==> src/rtl/rdr_pkg.sv <==
`timescale 1ns/1ps
package rdr_pkg;
   typedef enum logic [1:0] {
      RUN_OFF   = 2'b00,
      RUN_DRAIN = 2'b01,
      RUN_ON    = 2'b10,
      RUN_RSVD  = 2'b11
   } run_mode_e;

   typedef enum logic [1:0] {
      ST_WAIT  = 2'b00,
      ST_FETCH = 2'b01,
      ST_FILL  = 2'b10
   } ring_state_e;

   localparam int MODE_LSB = 30;
   localparam int LOG_LSB  = 20;
   localparam int BSEL_LSB = 16;
   localparam int DEST_LSB = 12;
   localparam int TMO_LSB  = 4;
   localparam logic [1:0] DEST_HOST = 2'b01;
endpackage

==> src/rtl/rdr_cfg_decode.sv <==
`timescale 1ns/1ps
module rdr_cfg_decode #(
   parameter int IDX_W      = 12,
   parameter int MIN_LOG    = 5,
   parameter int MAX_LOG    = 12,
   parameter int UNIT_WORDS = 1024,
   parameter int CNT_W      = 13
) (
   input  logic [31:0]          cfg_word,
   output rdr_pkg::run_mode_e   mode,
   output logic [IDX_W-1:0]     idx_mask,
   output logic [CNT_W-1:0]     cap_words,
   output logic                 irq_en,
   output logic [7:0]           tmo_units
);
   import rdr_pkg::*;

   logic [3:0]     log_raw;
   logic [3:0]     log_eff;
   logic [1:0]     bsel;
   logic [IDX_W:0] one_sh;
   logic [IDX_W:0] full_mask;
   logic           unused_cfg;

   assign log_raw = cfg_word[LOG_LSB +: 4];
   assign bsel    = cfg_word[BSEL_LSB +: 2];

   always_comb begin
      if (log_raw < 4'(MIN_LOG))      log_eff = 4'(MIN_LOG);
      else if (log_raw > 4'(MAX_LOG)) log_eff = 4'(MAX_LOG);
      else                            log_eff = log_raw;
   end

   assign one_sh    = (IDX_W+1)'(1) << log_eff;
   assign full_mask = one_sh - 1'b1;
   assign idx_mask  = full_mask[IDX_W-1:0];

   assign cap_words = CNT_W'((int'(bsel) + 1) * UNIT_WORDS);
   assign mode      = run_mode_e'(cfg_word[MODE_LSB +: 2]);
   assign irq_en    = (cfg_word[DEST_LSB +: 2] == DEST_HOST);
   assign tmo_units = cfg_word[TMO_LSB +: 8];

   assign unused_cfg = ^{cfg_word[29:24], cfg_word[19:18], cfg_word[15:14], cfg_word[3:0]};
endmodule

==> src/rtl/rdr_idle_timer.sv <==
`timescale 1ns/1ps
module rdr_idle_timer #(
   parameter int TICK_DIV = 6400
) (
   input  logic       clk,
   input  logic       rst_n,
   input  logic       restart,
   input  logic       arm,
   input  logic [7:0] tmo_units,
   output logic       expire
);
   logic [7:0] units_q;
   logic       tick;

   generate
      if (TICK_DIV <= 1) begin : g_no_div
         assign tick = 1'b1;
      end else begin : g_div
         localparam int PRE_W = $clog2(TICK_DIV);
         logic [PRE_W-1:0] pre_q;
         always_ff @(posedge clk or negedge rst_n) begin
            if (!rst_n)                  pre_q <= '0;
            else if (restart || !arm)    pre_q <= '0;
            else if (tick)               pre_q <= '0;
            else                         pre_q <= pre_q + 1'b1;
         end
         assign tick = (pre_q == PRE_W'(TICK_DIV - 1));
      end
   endgenerate

   always_ff @(posedge clk or negedge rst_n) begin
      if (!rst_n)                         units_q <= '0;
      else if (restart || !arm)           units_q <= '0;
      else if (tick && units_q != 8'hFF)  units_q <= units_q + 1'b1;
   end

   assign expire = arm && (tmo_units != 8'd0) && (units_q == tmo_units);
endmodule

==> src/rtl/rdr_ring_index.sv <==
`timescale 1ns/1ps
module rdr_ring_index #(
   parameter int IDX_W = 12
) (
   input  logic             clk,
   input  logic             rst_n,
   input  logic             advance,
   input  logic [IDX_W-1:0] idx_mask,
   output logic [IDX_W-1:0] cur,
   output logic [IDX_W-1:0] nxt
);
   assign nxt = (cur + 1'b1) & idx_mask;

   always_ff @(posedge clk or negedge rst_n) begin
      if (!rst_n)       cur <= '0;
      else if (advance) cur <= nxt;
   end
endmodule

==> src/rtl/rx_desc_ring.sv <==
`timescale 1ns/1ps
module rx_desc_ring #(
   parameter int IDX_W      = 12,
   parameter int DATA_W     = 32,
   parameter int MIN_LOG    = 5,
   parameter int MAX_LOG    = 12,
   parameter int UNIT_WORDS = 1024,
   parameter int TICK_DIV   = 6400,
   localparam int CNT_W     = $clog2(4 * UNIT_WORDS + 1)
) (
   input  logic              clk,
   input  logic              rst_n,
   input  logic [31:0]       cfg_word,
   input  logic [IDX_W-1:0]  sw_widx,
   output logic              fetch_req,
   output logic [IDX_W-1:0]  fetch_idx,
   input  logic              fetch_ack,
   input  logic              in_valid,
   input  logic [DATA_W-1:0] in_data,
   input  logic              in_last,
   output logic              in_ready,
   output logic              wr_valid,
   output logic [IDX_W-1:0]  wr_desc,
   output logic [CNT_W-1:0]  wr_offset,
   output logic [DATA_W-1:0] wr_data,
   input  logic              wr_ready,
   output logic [IDX_W-1:0]  rd_idx,
   output logic              irq,
   output logic              idle
);
   import rdr_pkg::*;

   generate
      if (IDX_W < MAX_LOG)        begin : g_e0 $error("IDX_W must cover MAX_LOG"); end
      if (MIN_LOG < 3)            begin : g_e1 $error("ring must hold at least 8 entries"); end
      if (MAX_LOG > 15)           begin : g_e2 $error("MAX_LOG exceeds field range"); end
      if (MIN_LOG > MAX_LOG)      begin : g_e3 $error("MIN_LOG above MAX_LOG"); end
      if (UNIT_WORDS < 1)         begin : g_e4 $error("UNIT_WORDS must be positive"); end
      if (DATA_W < 1)             begin : g_e5 $error("DATA_W must be positive"); end
   endgenerate

   run_mode_e        mode;
   logic [IDX_W-1:0] idx_mask;
   logic [CNT_W-1:0] cap_words;
   logic             irq_en;
   logic [7:0]       tmo_units;

   rdr_cfg_decode #(
      .IDX_W(IDX_W), .MIN_LOG(MIN_LOG), .MAX_LOG(MAX_LOG),
      .UNIT_WORDS(UNIT_WORDS), .CNT_W(CNT_W)
   ) u_dec (
      .cfg_word(cfg_word), .mode(mode), .idx_mask(idx_mask),
      .cap_words(cap_words), .irq_en(irq_en), .tmo_units(tmo_units)
   );

   ring_state_e      state_q;
   logic [CNT_W-1:0] wcnt_q;
   logic             in_frame_q;
   logic [IDX_W-1:0] rd_q;
   logic             irq_q;
   logic [IDX_W-1:0] cur;
   logic [IDX_W-1:0] nxt;
   logic [IDX_W-1:0] widx_eff;
   logic             has_free;
   logic             run_ok;
   logic             filling;
   logic             acc;
   logic             fill_done;
   logic             tmo_close;
   logic             close;
   logic             expire;
   logic             unused_w;

   assign unused_w = ^sw_widx[2:0];
   assign widx_eff = {sw_widx[IDX_W-1:3], 3'b000} & idx_mask;
   assign has_free = (cur != widx_eff);
   assign run_ok   = (mode == RUN_ON) || (mode == RUN_DRAIN && in_frame_q);
   assign filling  = (state_q == ST_FILL) && run_ok;

   assign fetch_req = (state_q == ST_FETCH);
   assign fetch_idx = cur;
   assign in_ready  = filling && wr_ready;
   assign wr_valid  = filling && in_valid;
   assign wr_desc   = cur;
   assign wr_offset = wcnt_q;
   assign wr_data   = in_data;

   assign acc       = in_valid && in_ready;
   assign fill_done = acc && (in_last || (CNT_W'(wcnt_q + 1'b1) == cap_words));
   assign tmo_close = (state_q == ST_FILL) && !acc && expire;
   assign close     = fill_done || tmo_close;

   rdr_ring_index #(.IDX_W(IDX_W)) u_idx (
      .clk(clk), .rst_n(rst_n), .advance(close), .idx_mask(idx_mask),
      .cur(cur), .nxt(nxt)
   );

   rdr_idle_timer #(.TICK_DIV(TICK_DIV)) u_tmr (
      .clk(clk), .rst_n(rst_n), .restart(acc),
      .arm((state_q == ST_FILL) && (wcnt_q != '0)),
      .tmo_units(tmo_units), .expire(expire)
   );

   always_ff @(posedge clk or negedge rst_n) begin
      if (!rst_n) begin
         state_q    <= ST_WAIT;
         wcnt_q     <= '0;
         in_frame_q <= 1'b0;
         rd_q       <= '0;
         irq_q      <= 1'b0;
      end else begin
         irq_q <= irq_en && ((acc && in_last) || tmo_close);
         case (state_q)
            ST_WAIT:  if (run_ok && has_free) state_q <= ST_FETCH;
            ST_FETCH: if (fetch_ack)          state_q <= ST_FILL;
            ST_FILL:  if (close)              state_q <= ST_WAIT;
            default:                          state_q <= ST_WAIT;
         endcase
         if (acc) in_frame_q <= !in_last;
         if (close) begin
            wcnt_q <= '0;
            rd_q   <= nxt;
         end else if (acc) begin
            wcnt_q <= wcnt_q + 1'b1;
         end
      end
   end

   assign rd_idx = rd_q;
   assign irq    = irq_q;
   assign idle   = !run_ok && (state_q != ST_FETCH);
endmodule

==> config.mk <==
export PLATFORM = sky130hd
export DESIGN_NAME = rx_desc_ring
export DESIGN_NICKNAME = d
export VERILOG_FILES = /design/src/rtl/rdr_pkg.sv /design/src/rtl/rdr_cfg_decode.sv /design/src/rtl/rdr_idle_timer.sv /design/src/rtl/rdr_ring_index.sv /design/src/rtl/rx_desc_ring.sv
export SDC_FILE = /design/constraint.sdc
export NUM_CORES = 1
export LEC_CHECK = 0
export ABC_AREA = 1
export CAP_MARGIN = 20
export CORE_MARGIN = 5
export CORE_UTILIZATION = 35
export DETAILED_ROUTE_END_ITERATION = 7
export PLACE_DENSITY = 0.64
export SYNTH_ARGS = -nofsm -noshare
export SYNTH_HDL_FRONTEND = slang
export SYNTH_SLANG_ARGS = --single-unit
export TNS_END_PERCENT = 30
==> constraint.sdc <==
create_clock -name clk -period 2.55 [get_ports clk]
set_input_delay 0.765 -clock clk [delete_from_list [all_inputs] [get_ports clk]]
set_output_delay 0.765 -clock clk [all_outputs]
set_load 0.03 [all_outputs]
### Word level (Yosys, flattened, before mapping)

Index checks and enable logic that the tools add are counted.

| cells by class | value |
|---|---|
| equality and inequality tests | 14 |
| $add $sub $neg | 6 |
| bitwise operators | 2 |
| shift-type cells | 1 |
| reductions and logical operators | 31 |
| multiplexer cells | 12 |
| magnitude comparators | 2 |

Operators by type and width:

| kind | number |
|---|---|
| 2-to-1 mux 13 bit | 4 |
| adder 13 x 1 -> 13 bit (second input constant) | 2 |
| bitwise AND 12 bit | 2 |
| logical AND 1 bit | 16 |
| 2-to-1 mux 8 bit | 2 |
| == test 13 bit | 1 |
| == test 13 bit (second input constant) | 1 |
| nonzero test 13 bit | 1 |
| adder 12 x 1 -> 12 bit (second input constant) | 1 |
| != test 12 bit | 1 |
| left shift 1 x 4 -> 12 bit (first input constant) | 1 |
| subtractor 12 x 1 -> 12 bit (second input constant) | 1 |
| adder 8 x 1 -> 8 bit (second input constant) | 1 |
| == test 8 bit | 1 |
| 2-to-1 mux 4 bit | 2 |
| != test 8 bit (second input constant) | 1 |
| nonzero test 8 bit | 1 |
| == test 2 x 1 -> 1 bit (second input constant) | 3 |
| 2-to-1 mux 2 bit | 3 |
| one-hot mux 2 bit (3 select lines) | 1 |
| logical OR 1 bit | 5 |
| == test 2 bit (second input constant) | 2 |
| greater-than comparator 4 bit (second input constant) | 1 |
| zero test 1 bit | 4 |
| other kinds (7) | 10 |

| word-level totals | value |
|---|---|
| word-level logic and storage cells | 75 |
| output and inout bits | 86 |
| input bits | 82 |
| register bits after elaboration | 50 |

### Depth between registers and ports, before layout

Gate-level depths: netlist (run 1).

| logic depth | value |
|---|---|
| depth after elaboration | 12 |
| gate-level depth with buffers | 13 |
| mapped depth without buffers | 12 |

### By module

Synthesis (run 1) repeated with hierarchy kept, for this count alone.

| second synthesis, totals | value |
|---|---|
| cells, all modules | 737 |
| area, all modules | 4939.7 um^2 |

By module, submodules not included:

| module | area each (um^2) | sequential area each (um^2) | cells each | times used |
|---|---|---|---|---|
| rx_desc_ring | 2386.0 | 725.7 | 359 | 1 |
| rdr_idle_timer | 1393.8 | 525.5 | 196 | 1 |
| rdr_ring_index | 798.3 | 300.3 | 114 | 1 |
| rdr_cfg_decode | 361.6 | 0.0 | 68 | 1 |

### Worst setup path before layout (run 1)

Ideal clock, no wire load.

| path | value |
|---|---|
| path type | input-to-output |
| from | input cfg_word[31] |
| to | output in_ready |
| path buffers | 0 |
| data required time | 1.785 ns |
| stages on the path | 5 |
| data arrival time | 1.473 ns |
| slack | 0.312 ns |
| cell sequence | inv_1 > nand3_1 > nand2_1 > nand2_1 > nor2_1 |

| on the way | value |
|---|---|
| word-level cells in the longest chain between the ends | 5 |
| elaborated cells between the ends (all ways) | 6 |
| those cells by class | 2 x eq/ne; 4 x reduce/logical |

Ends and longest elaborated chain:

| item | line | RTL |
|---|---|---|
| start: declaration | rx_desc_ring.sv:13 | `input logic [31:0] cfg_word,` |
| == test 2 x 1 -> 1 bit | rx_desc_ring.sv:77 | `assign run_ok = (mode == RUN_ON) \|\| (mode == RUN_DRAIN && in_frame_q);` |
| logical AND 1 bit | rx_desc_ring.sv:77 |  |
| logical OR 1 bit * | rx_desc_ring.sv:77 |  |
| logical AND 1 bit * | rx_desc_ring.sv:78 | `assign filling = (state_q == ST_FILL) && run_ok;` |
| logical AND 1 bit * | rx_desc_ring.sv:82 | `assign in_ready = filling && wr_ready;` |
| end: declaration | rx_desc_ring.sv:21 | `output logic in_ready,` |

Every way passes the cells marked *; elsewhere a longest branch is shown, timed or not.

### Worst setup path in the final report (run 1)

| path | value |
|---|---|
| from | input cfg_word[31] |
| to | output wr_valid |

| on the way | value |
|---|---|
| word-level cells in the longest chain between the ends | 5 |
| elaborated cells between the ends (all ways) | 6 |
| those cells by class | 2 x eq/ne; 4 x reduce/logical |

Ends and longest elaborated chain:

| item | line | RTL |
|---|---|---|
| == test 2 x 1 -> 1 bit | rx_desc_ring.sv:77 |  |
| logical AND 1 bit | rx_desc_ring.sv:77 |  |
| logical OR 1 bit * | rx_desc_ring.sv:77 |  |
| logical AND 1 bit * | rx_desc_ring.sv:78 |  |
| logical AND 1 bit * | rx_desc_ring.sv:83 | `assign wr_valid = filling && in_valid;` |
| end: declaration | rx_desc_ring.sv:22 | `output logic wr_valid,` |

Marks and branches as above.

==> results of run 1 <==
per-stage QoR:
step / hold WS (ns) / util / setup TNS (ns)
after floorplan: 0.454 / - / 0
after global placement: 0.472 / 0.427 / -0.722
after detailed placement: 0.475 / 0.427 / -1.18
after CTS: 0.413 / 0.434 / 0
after global routing: 0.424 / 0.434 / 0
final: 0.403 / 0.434 / 0
flip-flops by register name, indices dropped and copies added (netlist names):
| name | flops |
|---|---|
| u_tmr.g_div.pre_q | 13 |
| wr_offset | 13 |
| u_idx.cur | 12 |
| u_tmr.units_q | 8 |
| state_q | 2 |
| in_frame_q | 1 |
| irq | 1 |
critical path: cells and delay by family:
kind	cells	cell delay (ns)
and+or+nand+nor	4	0.42
buffers and inverters	3	0.45
timing repair:
action	CTS	global route
setup endpoints to repair	4	0
hold buffers	0	0
endpoints found under the hold margin	0	0
resized for setup	6	0
cell usage in the layout, fill, tap and decap left out, types with 3 or more instances in the layout:
master | netlist | final
o22ai_1 | 4 | 4
buf_4 | 57 | 20
nand3b_1 | 4 | 4
o21ai_0 | 20 | 20
o31ai_1 | 4 | 4
clkbuf_8 | 0 | 5
clkdlybuf4s50_1 | 0 | 79
nor3_1 | 18 | 18
nand3_1 | 47 | 47
nand2_1 | 129 | 127
nor2_4 | 4 | 4
a21oi_1 | 22 | 22
nand2_2 | 1 | 3
o21bai_1 | 3 | 3
nor2_1 | 62 | 61
nand4_1 | 12 | 12
ha_1 | 8 | 8
a21boi_0 | 3 | 3
inv_1 | 70 | 70
or2_2 | 3 | 3
xnor2_1 | 3 | 3
dfrtp_1 | 50 | 50
dlygate4sd2_1 | 0 | 3
nor2_2 | 3 | 4
xor2_1 | 14 | 14
layer usage:
layer  up-vias  routed length (microns)  global-route usage
met5         -                        0                   0
met4         0                      151              0.0425
met3        16                      645              0.0282
met2       140                     4790               0.258
met1      1713                     4330               0.193
li1       1845                        -                   -
kinds of logic after synthesis:
logic type | share of synthesized area
AOI/OAI and AO/OA | 0.0865
xor gates and xnor gates | 0.0437
adders and majority gates | 0.0255
buffers and inverters | 0.187
DFF | 0.319
muxes | 0.00255
other | 0.000957
and+or+nand+nor | 0.334
power by group through the flow:
stage          sequential [mW]  combinational, mW  clock, mW
2_1_floorplan             1.17              0.687          0
3_3_place_gp              1.08               1.13          0
3_5_place_dp              1.08               1.16          0
4_1_cts                   1.06               1.16      0.462
5_1_grt                   1.08               1.27      0.488
6_report                  1.06               1.15      0.443
cell usage after synthesis (2+ instances only):
master / count / area share
or2_2: 3 / 0.0048
nand2_1: 129 / 0.12
nor2_1: 62 / 0.059
buf_4: 57 / 0.11
a21boi_0: 3 / 0.0057
ha_1: 8 / 0.026
dfrtp_1: 50 / 0.32
xnor2_1: 3 / 0.0067
o31ai_1: 4 / 0.0077
nor3_1: 18 / 0.023
buf_6: 2 / 0.0057
o21ai_0: 20 / 0.026
a21oi_1: 22 / 0.028
nand3_2: 2 / 0.0051
nor3b_1: 2 / 0.0038
o21bai_1: 3 / 0.0057
o22ai_1: 4 / 0.0064
nand3b_1: 4 / 0.0077
nor2_4: 4 / 0.011
nor2_2: 3 / 0.0048
nand3_1: 47 / 0.060
xor2_1: 14 / 0.031
inv_1: 70 / 0.067
buf_2: 2 / 0.0026
nand4_1: 12 / 0.019
final cells by class:
cell class / instances / area (sq um) / area share
timing repair buffer: 105 / 1010 / 0.214
multi-input combinational: 379 / 1950 / 0.411
sequential: 50 / 1250 / 0.264
clock buffer: 6 / 72.6 / 0.0153
inverter: 71 / 267 / 0.0563
tap: 140 / 175 / 0.0370
clock inverter: 1 / 7.51 / 0.00159
how the worst max path moves through the flow:
stage | start | end | slack [ns] | depth (start not counted)
after floorplan | cfg_word[31] | in_ready | 0.31 | 5
after global placement | cfg_word[31] | idle | -0.11 | 6
after global routing | cfg_word[31] | wr_valid | 0.04 | 7
after detailed placement | cfg_word[31] | idle | -0.11 | 6
after CTS | cfg_word[31] | wr_valid | 0.14 | 7
final | cfg_word[31] | wr_valid | 0.15 | 7
==> results.md, run 1 <==
* Vias at between 3000 and 4000
* Pre-CTS WS at -0.109 ns
* Most common flop cell mapped by yosys: dfrtp_1
* Fin. max-slew vios at 0
* CTS max path bufs at 2
* Largest net degree at the start of global routing at 20
* Area growth, synth to finish at 20.7%
* Avg Cell Area, Syn at 6.98 sq um
* Clock power share at 0.167
* DPL Wire Length at between 7000 and 8000 microns
* Yosys warning count at 0
* Status: complete, no violations
* Vias in the first global route at 3646
* Core area at 10900 sq um
* Distinct cell type count after synthesis at 39
* Yosys reg bits at 50
* Initial Util at 0.360
* Worst-Skew Late Latency at 0.30 ns
* DP Area at roughly 4600 sq um
* Combinational power share at 0.433
* Async S/R FF share, synth at 1.00
* NetSw at ~1.1 mW
* Root buffer cell: clkbuf_8
* GPL Wtd Cong at between 0.8 and 0.9
* CP endpoint kind: primary output
* Drt drc at 0
* Worst slew margin at 0.540
* Sequential fraction of the synthesis area at 0.319
* Critical path's slowest cell: dlygate4sd2_1
* Final hold viol count at 0
* Cell internal pwr at between 1.5 and 2 mW
* Overflow after GRT at 0
* Switching Fraction at 0.417
* Non-Filler Instances at approximately 750
* Part of the cycle the worst path needs at 0.940
* Worst setup margin at about 0.15 ns
* Final instance area at about 4700 sq um
* Num CTS Buffers at 5
* Worst path cell trace: dlygate4sd2_1 -> inv_1 -> nand3_1 -> nand2_2 -> nand2_2 -> nor2_1 -> buf_4
* Fin Clk Skew at about 0.013 ns
* WS Path Type: primary input to primary output
* Post-CTS Setup Bufs at 0
* WP data arrival at roughly 1.6 ns
* Peak supply drop at around 0.23 mV
* Critical R2R Capture: u_idx.cur[2]
* Gr usage total at 0.150
* Post-synth EDFFs at 0
* First-pass GRT wire length at between 15000 and 20000 microns
* Initial antenna violation count at 0
* Htree depth at 2
* Worst path required time at ~1.8 ns
* Min cycle time layout at 2.40 ns
* Filler cells at roughly 1100
* Layout cells sized above 1 at 0.0784
* Initial drt markers at ~140
* Max_cap viols at 0
* IO Pins at about 170
* Cell repeated most along the worst path: nand2_2
* Worst flop-to-flop path startpoint: wr_offset[0]
* Total chip power at ~2.7 mW
* Avg WL per Cell at about 13 microns
* Clock Sinks at 50
* Max incr delay on CP at approximately 0.24 ns
* Nets at between 700 and 800
* Post-Syn Instances at 562
* F_max at between 0.4 and 0.5 GHz
* Reg2Reg Depth at 11
* Synth Cell Area at a little under 4000 sq um
* # rows at 38
* DR vias/cell at between 4 and 5
* RSZ-0062 raised after global routing: no
* Worst slew pin tran at between 0.6 and 0.7 ns
* Pwr dens at ~560 nW/um^2
* Die Width at 116 microns
* Critical path launch point type: primary input
* Die Ht at around 120 microns
* Flop-to-flop setup slack at 0.38 ns
* Register share of total power at 0.400
* Max FO, Critical Path at 4
* PortBufs at 86
* Placed Cells incl. Taps at about 750
* Routed WL at a little under 10000 microns
* P_leak at between 2 and 2.5 nW
* Clk pin slew, worst setup/hold paths at 0.10 ns
* Die Footprint at around 13000 sq um
* DRT Pass-1 Iters at 5
* Diode count at 0
* TritonCTS clock tree: yes
* Routed Antenna Nets at 0
* Hold Crit Class: primary input to async pin
* Final Setup Violations at 0
Note: power is estimated with default switching activity, not from simulation.
==> run 2, diff against run 1 <==
--- a/config.mk
+++ b/config.mk
@@ -8,9 +8,9 @@
 export ABC_AREA = 1
 export CAP_MARGIN = 20
 export CORE_MARGIN = 5
-export CORE_UTILIZATION = 35
+export CORE_UTILIZATION = 43
 export DETAILED_ROUTE_END_ITERATION = 7
-export PLACE_DENSITY = 0.64
+export PLACE_DENSITY = 0.77
 export SYNTH_ARGS = -nofsm -noshare
 export SYNTH_HDL_FRONTEND = slang
 export SYNTH_SLANG_ARGS = --single-unit
==> run 2 against run 1 <==
Compared with the run above: combinational power about the same; worst hold slack improved by 0.053 ns; critical path depth decreased by 3; critical endpoint is now in_ready; largest power group unchanged; highest routed layer unchanged.
==> results.md, run 2 (synthesis gave the netlist of run 1 again) <==
* Status: complete, no violations
* CTS max path bufs at 2 (unchanged)
* Worst slew pin tran at 0.677 ns (-0.00714 ns)
* Initial drt markers at 134 (-6.9%)
* Vias in the first global route at 3670 (+0.66%)
* P_leak at 2.09 nW (+1.3%)
* Delay-heaviest family, CP: buffers and inverters
* Non-Filler Instances at 719 (-4.4%)
* CP endpoint kind: primary output
* Pwr dens at 569 nW/um^2 (+1.5%)
* Reg2Reg Depth at 11 (unchanged)
* Multi-input logic area at 1970 sq um (+1.0%)
* Max FO, Critical Path at 2 (-2)
* Peak supply drop at 0.262 mV (+13%)
* Num CTS Buffers at 5 (unchanged)
* F_max at 0.417 GHz (about the same)
* Buffers & Inverters on Critical Path at 3 (unchanged)
* Worst-Skew Late Latency at 0.31 ns (about the same)
* Area growth, synth to finish at 20.7% (about the same)
* Drt drc at 0 (unchanged)
* Pre-CTS WS at -0.120 ns (-0.0110 ns)
* Core area at 8810 sq um (-19%)
* DR vias/cell at 5.11 (+3.4%)
* Overflow after GRT at 0 (unchanged)
* RSZ-0062 raised after global routing: no
* Flop-to-flop setup slack at 0.41 ns (+0.03 ns)
* Initial antenna violation count at 0 (unchanged)
* GPL Wtd Cong at 0.913 (+5.0%)
* Part of the cycle the worst path needs at 0.941 (about the same)
* IO Pins at 168 (unchanged)
* Worst setup margin at 0.151 ns (-0.00163 ns)
* Die Ht at 105 microns (-8.9%)
* Root buffer cell: clkbuf_8
* Worst path required time at 1.79 ns (about the same)
* Initial Util at 0.445 (+0.0851)
* Fin Clk Skew at 0.00943 ns (-0.00359 ns)
* Critical path launch point type: primary input
* Final Setup Violations at 0 (unchanged)
* Max_cap viols at 0 (unchanged)
* Die Footprint at 11100 sq um (-17%)
* Diode count at 0 (unchanged)
* Commonest cells after routing, fill and taps aside: nand2_1 (127), clkdlybuf4s50_1 (79), inv_1 (70)
* Final hold viol count at 0 (unchanged)
* Worst flop-to-flop path startpoint: wr_offset[0]
* Filler cells at 817 (-26%)
* Fin util at 0.538 (+0.103)
* Critical R2R Capture: u_idx.cur[5]
* WS Path Type: primary input to primary output
* Nets at 700 (-0.28%)
* Htree depth at 2 (unchanged)
* Hold Crit Class: primary input to async pin
* Routed Antenna Nets at 0 (unchanged)
* Register area at 1250 sq um (unchanged)
* DRT Pass-1 Iters at 4 (-1)
* Placed Cells incl. Taps at 710 (-4.7%)
* WP data arrival at 1.63 ns (about the same)
* Layout cells sized above 1 at 0.0818 (+0.00340)
* Gr usage total at 0.179 (+0.0289)
* Clock Sinks at 50 (unchanged)
* TritonCTS clock tree: yes
* Clk pin slew, worst setup/hold paths at 0.10 ns (about the same)
* Max incr delay on CP at 0.53 ns (+0.29 ns)
* Routed WL at 9800 microns (-1.2%)
* PortBufs at 86 (unchanged)
* Worst path cell trace: clkdlybuf4s50_1 -> inv_1 -> nor2_4 -> buf_6
* Commonest non-fill, non-tap cell in the layout: nand2_1
* Worst slew margin at 0.545 (+0.00479)
* Min cycle time layout at 2.40 ns (+0.00163 ns)
* Vias at 3671 (-1.2%)
* # rows at 34 (-11%)
* Fin. max-slew vios at 0 (unchanged)
* Critical path's slowest cell: clkdlybuf4s50_1
* First-pass GRT wire length at 16900 microns (+1.9%)
* DPL Wire Length at 7710 microns (-2.3%)
* Largest net degree at the start of global routing at 27 (+35%)
* Die Width at 105 microns (-8.9%)
* Avg WL per Cell at 13.6 microns (+3.3%)
[run 2: changes by cell type in the layout (fill, tap and decap cells not counted)]
cell / before / now
clkbuf_1: 1 / 0
clkinv_2: 0 / 1
dlymetal6s2s_1: 0 / 2
nor2_4: 4 / 6
dlygate4sd2_1: 3 / 1
clkinv_4: 0 / 1
buf_12: 2 / 3
nor2_1: 61 / 59
buf_4: 20 / 15
buf_6: 0 / 2
nand2_2: 3 / 2
nand2_4: 1 / 2
[run 2: routing by layer]
layer | part of all wire | vias to the layer above | wire length [microns] | track usage
met5 | 0 | - | 0 | 0
met1 | 0.43 | 1701 | 4210 | 0.216
met4 | 0.024 | 0 | 234 | 0.0675
met2 | 0.49 | 111 | 4790 | 0.312
li1 | - | 1838 | - | -
met3 | 0.057 | 21 | 563 | 0.0373
[run 2: layout make-up]
cell class,instances,share of cell area
tap,108,0.0285
multi-input combinational,379,0.415
clock buffer,5,0.0145
timing repair buffer,103,0.216
clock inverter,3,0.00449
sequential,50,0.264
inverter,71,0.0563
[run 2: per-stage QoR]
| stage | hold WS, ns | area, sq um | power, mW | TNS (ns) |
|---|---|---|---|---|
| floorplan | 0.454 | 3920 | 1.86 | 0 |
| global placement | 0.475 | 4600 | 2.19 | -0.219 |
| detailed placement | 0.492 | 4600 | 2.22 | -0.687 |
| CTS | 0.470 | 4700 | 2.69 | -0.0533 |
| global route | 0.500 | 4730 | 2.89 | 0 |
| finish | 0.456 | 4730 | 2.69 | 0 |
[run 2: worst reg2reg max path: cells and delay by family (launching register included)]
family | cells | cell delay (ns)
simple gates | 7 | 0.85
buf+inv | 2 | 0.30
fa+ha+maj | 1 | 0.27
xor+xnor | 1 | 0.19
flops | 1 | 0.44
[run 2: worst max path at each step]
| stage | slack (ns) | cells past startpoint | end | start |
|---|---|---|---|---|
| after floorplan | 0.31 | 5 | in_ready | cfg_word[31] |
| after global placement | -0.09 | 6 | idle | cfg_word[31] |
| after detailed placement | -0.12 | 6 | in_ready | cfg_word[30] |
| after CTS | -0.03 | 6 | in_ready | cfg_word[30] |
| after global routing | 0.09 | 1 | fetch_idx[8] | u_idx.cur[8] |
| final | 0.15 | 4 | in_ready | wr_ready |
[run 2: report_power, final]
group	internal [mW]	switching, mW
clock network	0.193	0.281
registers	0.901	0.156
logic	0.464	0.699
total	1.56	1.14
[run 2: timing repair]
item	CTS	global route
pin swaps	1	3
gates cloned	0	0
buffers inserted	1	0
hold buffers	0	0
setup endpoints to repair	4	3
resized for setup	2	11
==> run 3, diff against run 2 <==
--- a/config.mk
+++ b/config.mk
@@ -5,12 +5,11 @@
 export SDC_FILE = /design/constraint.sdc
 export NUM_CORES = 1
 export LEC_CHECK = 0
-export ABC_AREA = 1
 export CAP_MARGIN = 20
 export CORE_MARGIN = 5
-export CORE_UTILIZATION = 43
+export CORE_UTILIZATION = 42
 export DETAILED_ROUTE_END_ITERATION = 7
-export PLACE_DENSITY = 0.77
+export PLACE_DENSITY = 0.78
 export SYNTH_ARGS = -nofsm -noshare
 export SYNTH_HDL_FRONTEND = slang
 export SYNTH_SLANG_ARGS = --single-unit
==> run 3 against run 2 <==
Compared with the run above: area after synthesis decreased by 8.8%; global-route usage down 1.3 points; clock power increased by 1%; largest cell class unchanged; highest routed layer unchanged.
==> results.md, run 3 <==
* Status: complete, no violations
* Worst path cell trace: dlygate4sd2_1 -> and3b_1 -> or2_4 -> buf_6 -> nor2_4 -> buf_12
* Vias at 3007 (-18%)
* Initial Util at 0.433 (-0.0123)
* Yosys warning count at 0 (unchanged)
* Commonest non-fill, non-tap cell in the layout: clkdlybuf4s50_1
* Core area at 8260 sq um (-6.2%)
* Yosys reg bits at 50 (unchanged)
* Die Ht at 102 microns (-3.1%)
* Most common cell in the netlist: buf_4
* Die Footprint at 10500 sq um (-6.0%)
* Part of the cycle the worst path needs at 0.995 (+0.0546)
* Overflow after GRT at 0 (unchanged)
* F_max at 0.394 GHz (-5.5%)
* Worst path required time at 1.79 ns (about the same)
* Final hold viol count at 0 (unchanged)
* Sequential fraction of the synthesis area at 0.350 (+0.0308)
* Largest net degree at the start of global routing at 31 (+15%)
* Peak supply drop at 0.368 mV (+40%)
* Critical path launch point type: primary input
* Critical path's slowest cell: dlygate4sd2_1
* Yosys top cell area share at 0.350 (+0.0308)
* DPL Wire Length at 6600 microns (-14%)
* Die Width at 102 microns (-3.1%)
* Max FO, Critical Path at 3 (+1)
* Nets at 562 (-20%)
* CP endpoint kind: primary output
* Synth Cell Area at 3570 sq um (-8.8%)
* Filler cells at 770 (-5.8%)
* Initial antenna violation count at 0 (unchanged)
* Num CTS Buffers at 5 (unchanged)
* Pwr dens at 578 nW/um^2 (+1.5%)
* GPL Wtd Cong at 0.875 (-4.1%)
* Area leader, netlist: dfrtp_1
* PortBufs at 86 (unchanged)
* CTS Hold Bufs at 0 (unchanged)
* RSZ-0062 raised after global routing: yes
* Buffers & Inverters on Critical Path at 3 (unchanged)
* Fin Setup TNS at 0 ns (unchanged)
* Worst-Skew Late Latency at 0.30 ns (about the same)
* Worst slew margin at 0.648 (+0.103)
* Clk pin slew, worst setup/hold paths at 0.09 ns (about the same)
* Async S/R FF share, synth at 1.00 (unchanged)
* Clock Sinks at 50 (unchanged)
* Commonest cells after routing, fill and taps aside: clkdlybuf4s50_1 (71), nor2_1 (52), dfrtp_1 (48)
* Area contributors post-synth: dfrtp_1 (35%), buf_4 (13%), xor2_1 (6.6%)
* First-pass GRT wire length at 14100 microns (-17%)
* Drt drc at 0 (unchanged)
* Post-Syn Instances at 411 (-27%)
* Max_cap viols at 0 (unchanged)
* IO Pins at 168 (unchanged)
* Post-synth EDFFs at 0 (unchanged)
* Avg WL per Cell at 15.0 microns (+10%)
* Vias in the first global route at 3033 (-17%)
* Hold Crit Class: primary input to async pin
* Placed Cells incl. Taps at 563 (-21%)
* Gr usage total at 0.165 (-0.0135)
* Non-Filler Instances at 578 (-20%)
* Final Setup Violations at 0 (unchanged)
* Fin Clk Skew at 0.00974 ns (+0.000314 ns)
* WP data arrival at 1.77 ns (+0.14 ns)
* P_leak at 1.98 nW (-5.4%)
* Most common flop cell mapped by yosys: dfrtp_1
* Synth cell count leaders: buf_4 (60), nor2_1 (53), dfrtp_1 (50)
* Avg Cell Area, Syn at 8.70 sq um (+25%)
* DR vias/cell at 5.20 (+1.9%)
* DRT Pass-1 Iters at 4 (unchanged)
* Initial drt markers at 113 (-16%)
* CTS max path bufs at 2 (unchanged)
* Htree depth at 2 (unchanged)
* Root buffer cell: clkbuf_8
* Min cycle time layout at 2.54 ns (+0.139 ns)
* Worst slew pin tran at 0.528 ns (-0.149 ns)
* Total chip power at 2.65 mW (-1.6%)
* Delay-heaviest family, CP: simple AND/OR/NAND/NOR gates
* Max incr delay on CP at 0.24 ns (-0.29 ns)
* # rows at 33 (-2.9%)
* Area growth, synth to finish at 28.4%
* Routed Antenna Nets at 0 (unchanged)
* Fin. max-slew vios at 0 (unchanged)
* Layout cells sized above 1 at 0.159 (+0.0767)
* Routed WL at 8660 microns (-12%)
* Distinct cell type count after synthesis at 56 (+44%)
* WS Path Type: primary input to primary output
* TritonCTS clock tree: yes
* Diode count at 0 (unchanged)
==> run 3: final timing paths <==
| path | from | cells past startpoint | end | slack, ns |
|---|---|---|---|---|
| worst max-delay path | cfg_word[30] | 6 | idle | 0.01 |
| worst min-delay path | rst_n | 1 | wr_offset[8] | 0.43 |
| worst max register to register | wr_offset[0] | 9 | u_idx.cur[5] | 0.09 |
| worst min register to register | u_tmr.g_div.pre_q[0] | 1 | u_tmr.g_div.pre_q[0] | 0.49 |
| max in group asynchronous | rst_n | 2 | wr_offset[0] | 1.54 |
| min in group clk | u_tmr.g_div.pre_q[0] | 1 | u_tmr.g_div.pre_q[0] | 0.49 |
==> run 3: cell type report <==
type,count,area (sq um),area share
clock buffer,7,86.3,0.0188
tap,105,131,0.0286
timing repair buffer,124,1170,0.256
inverter,12,45.0,0.00981
clock inverter,1,5.00,0.00109
multi-input combinational,279,1890,0.412
sequential,50,1250,0.273
==> run 3: repair_timing <==
action / 4_1_cts / 5_1_grt
gates resized for setup: 30 / 19
hold endpoints to repair: 0 / 0
pin swaps: 10 / 14
endpoints found under the setup margin: 29 / 27
cloned: 1 / 0
setup buffers: 5 / 3
==> run 3: cells by family after synthesis <==
family / synth area share
flops: 0.350
simple gates: 0.238
xor+xnor: 0.130
mux: 0.00280
compound gates: 0.0994
other cells: 0.00105
buf+inv: 0.151
fa+ha+maj: 0.0280
==> run 3: metrics by stage <==
step | area [sq um] | hold WS, ns | utilization | worst slack [ns]
global route | 4590 | 0.452 | 0.556 | -0.0153
detailed placement | 4360 | 0.479 | 0.528 | -0.711
global placement | 4360 | 0.476 | 0.528 | -0.672
CTS | 4560 | 0.440 | 0.552 | 0.00774
finish | 4590 | 0.428 | 0.556 | 0.0120
floorplan | 3600 | 0.455 | - | 0.00700
==> run 3: power breakdown <==
group	switching [mW]	internal, mW	total [mW]
registers	0.109	0.882	0.991
clock network	0.262	0.220	0.481
logic	0.653	0.526	1.18
total	1.02	1.63	2.65
==> run 3: layer usage <==
layer / wire length [microns] / global-route usage / part of all wire
met1: 3500 / 0.201 / 0.40
met2: 4430 / 0.292 / 0.51
met3: 580 / 0.0355 / 0.067
met4: 148 / 0.0515 / 0.017
met5: 0 / 0 / 0
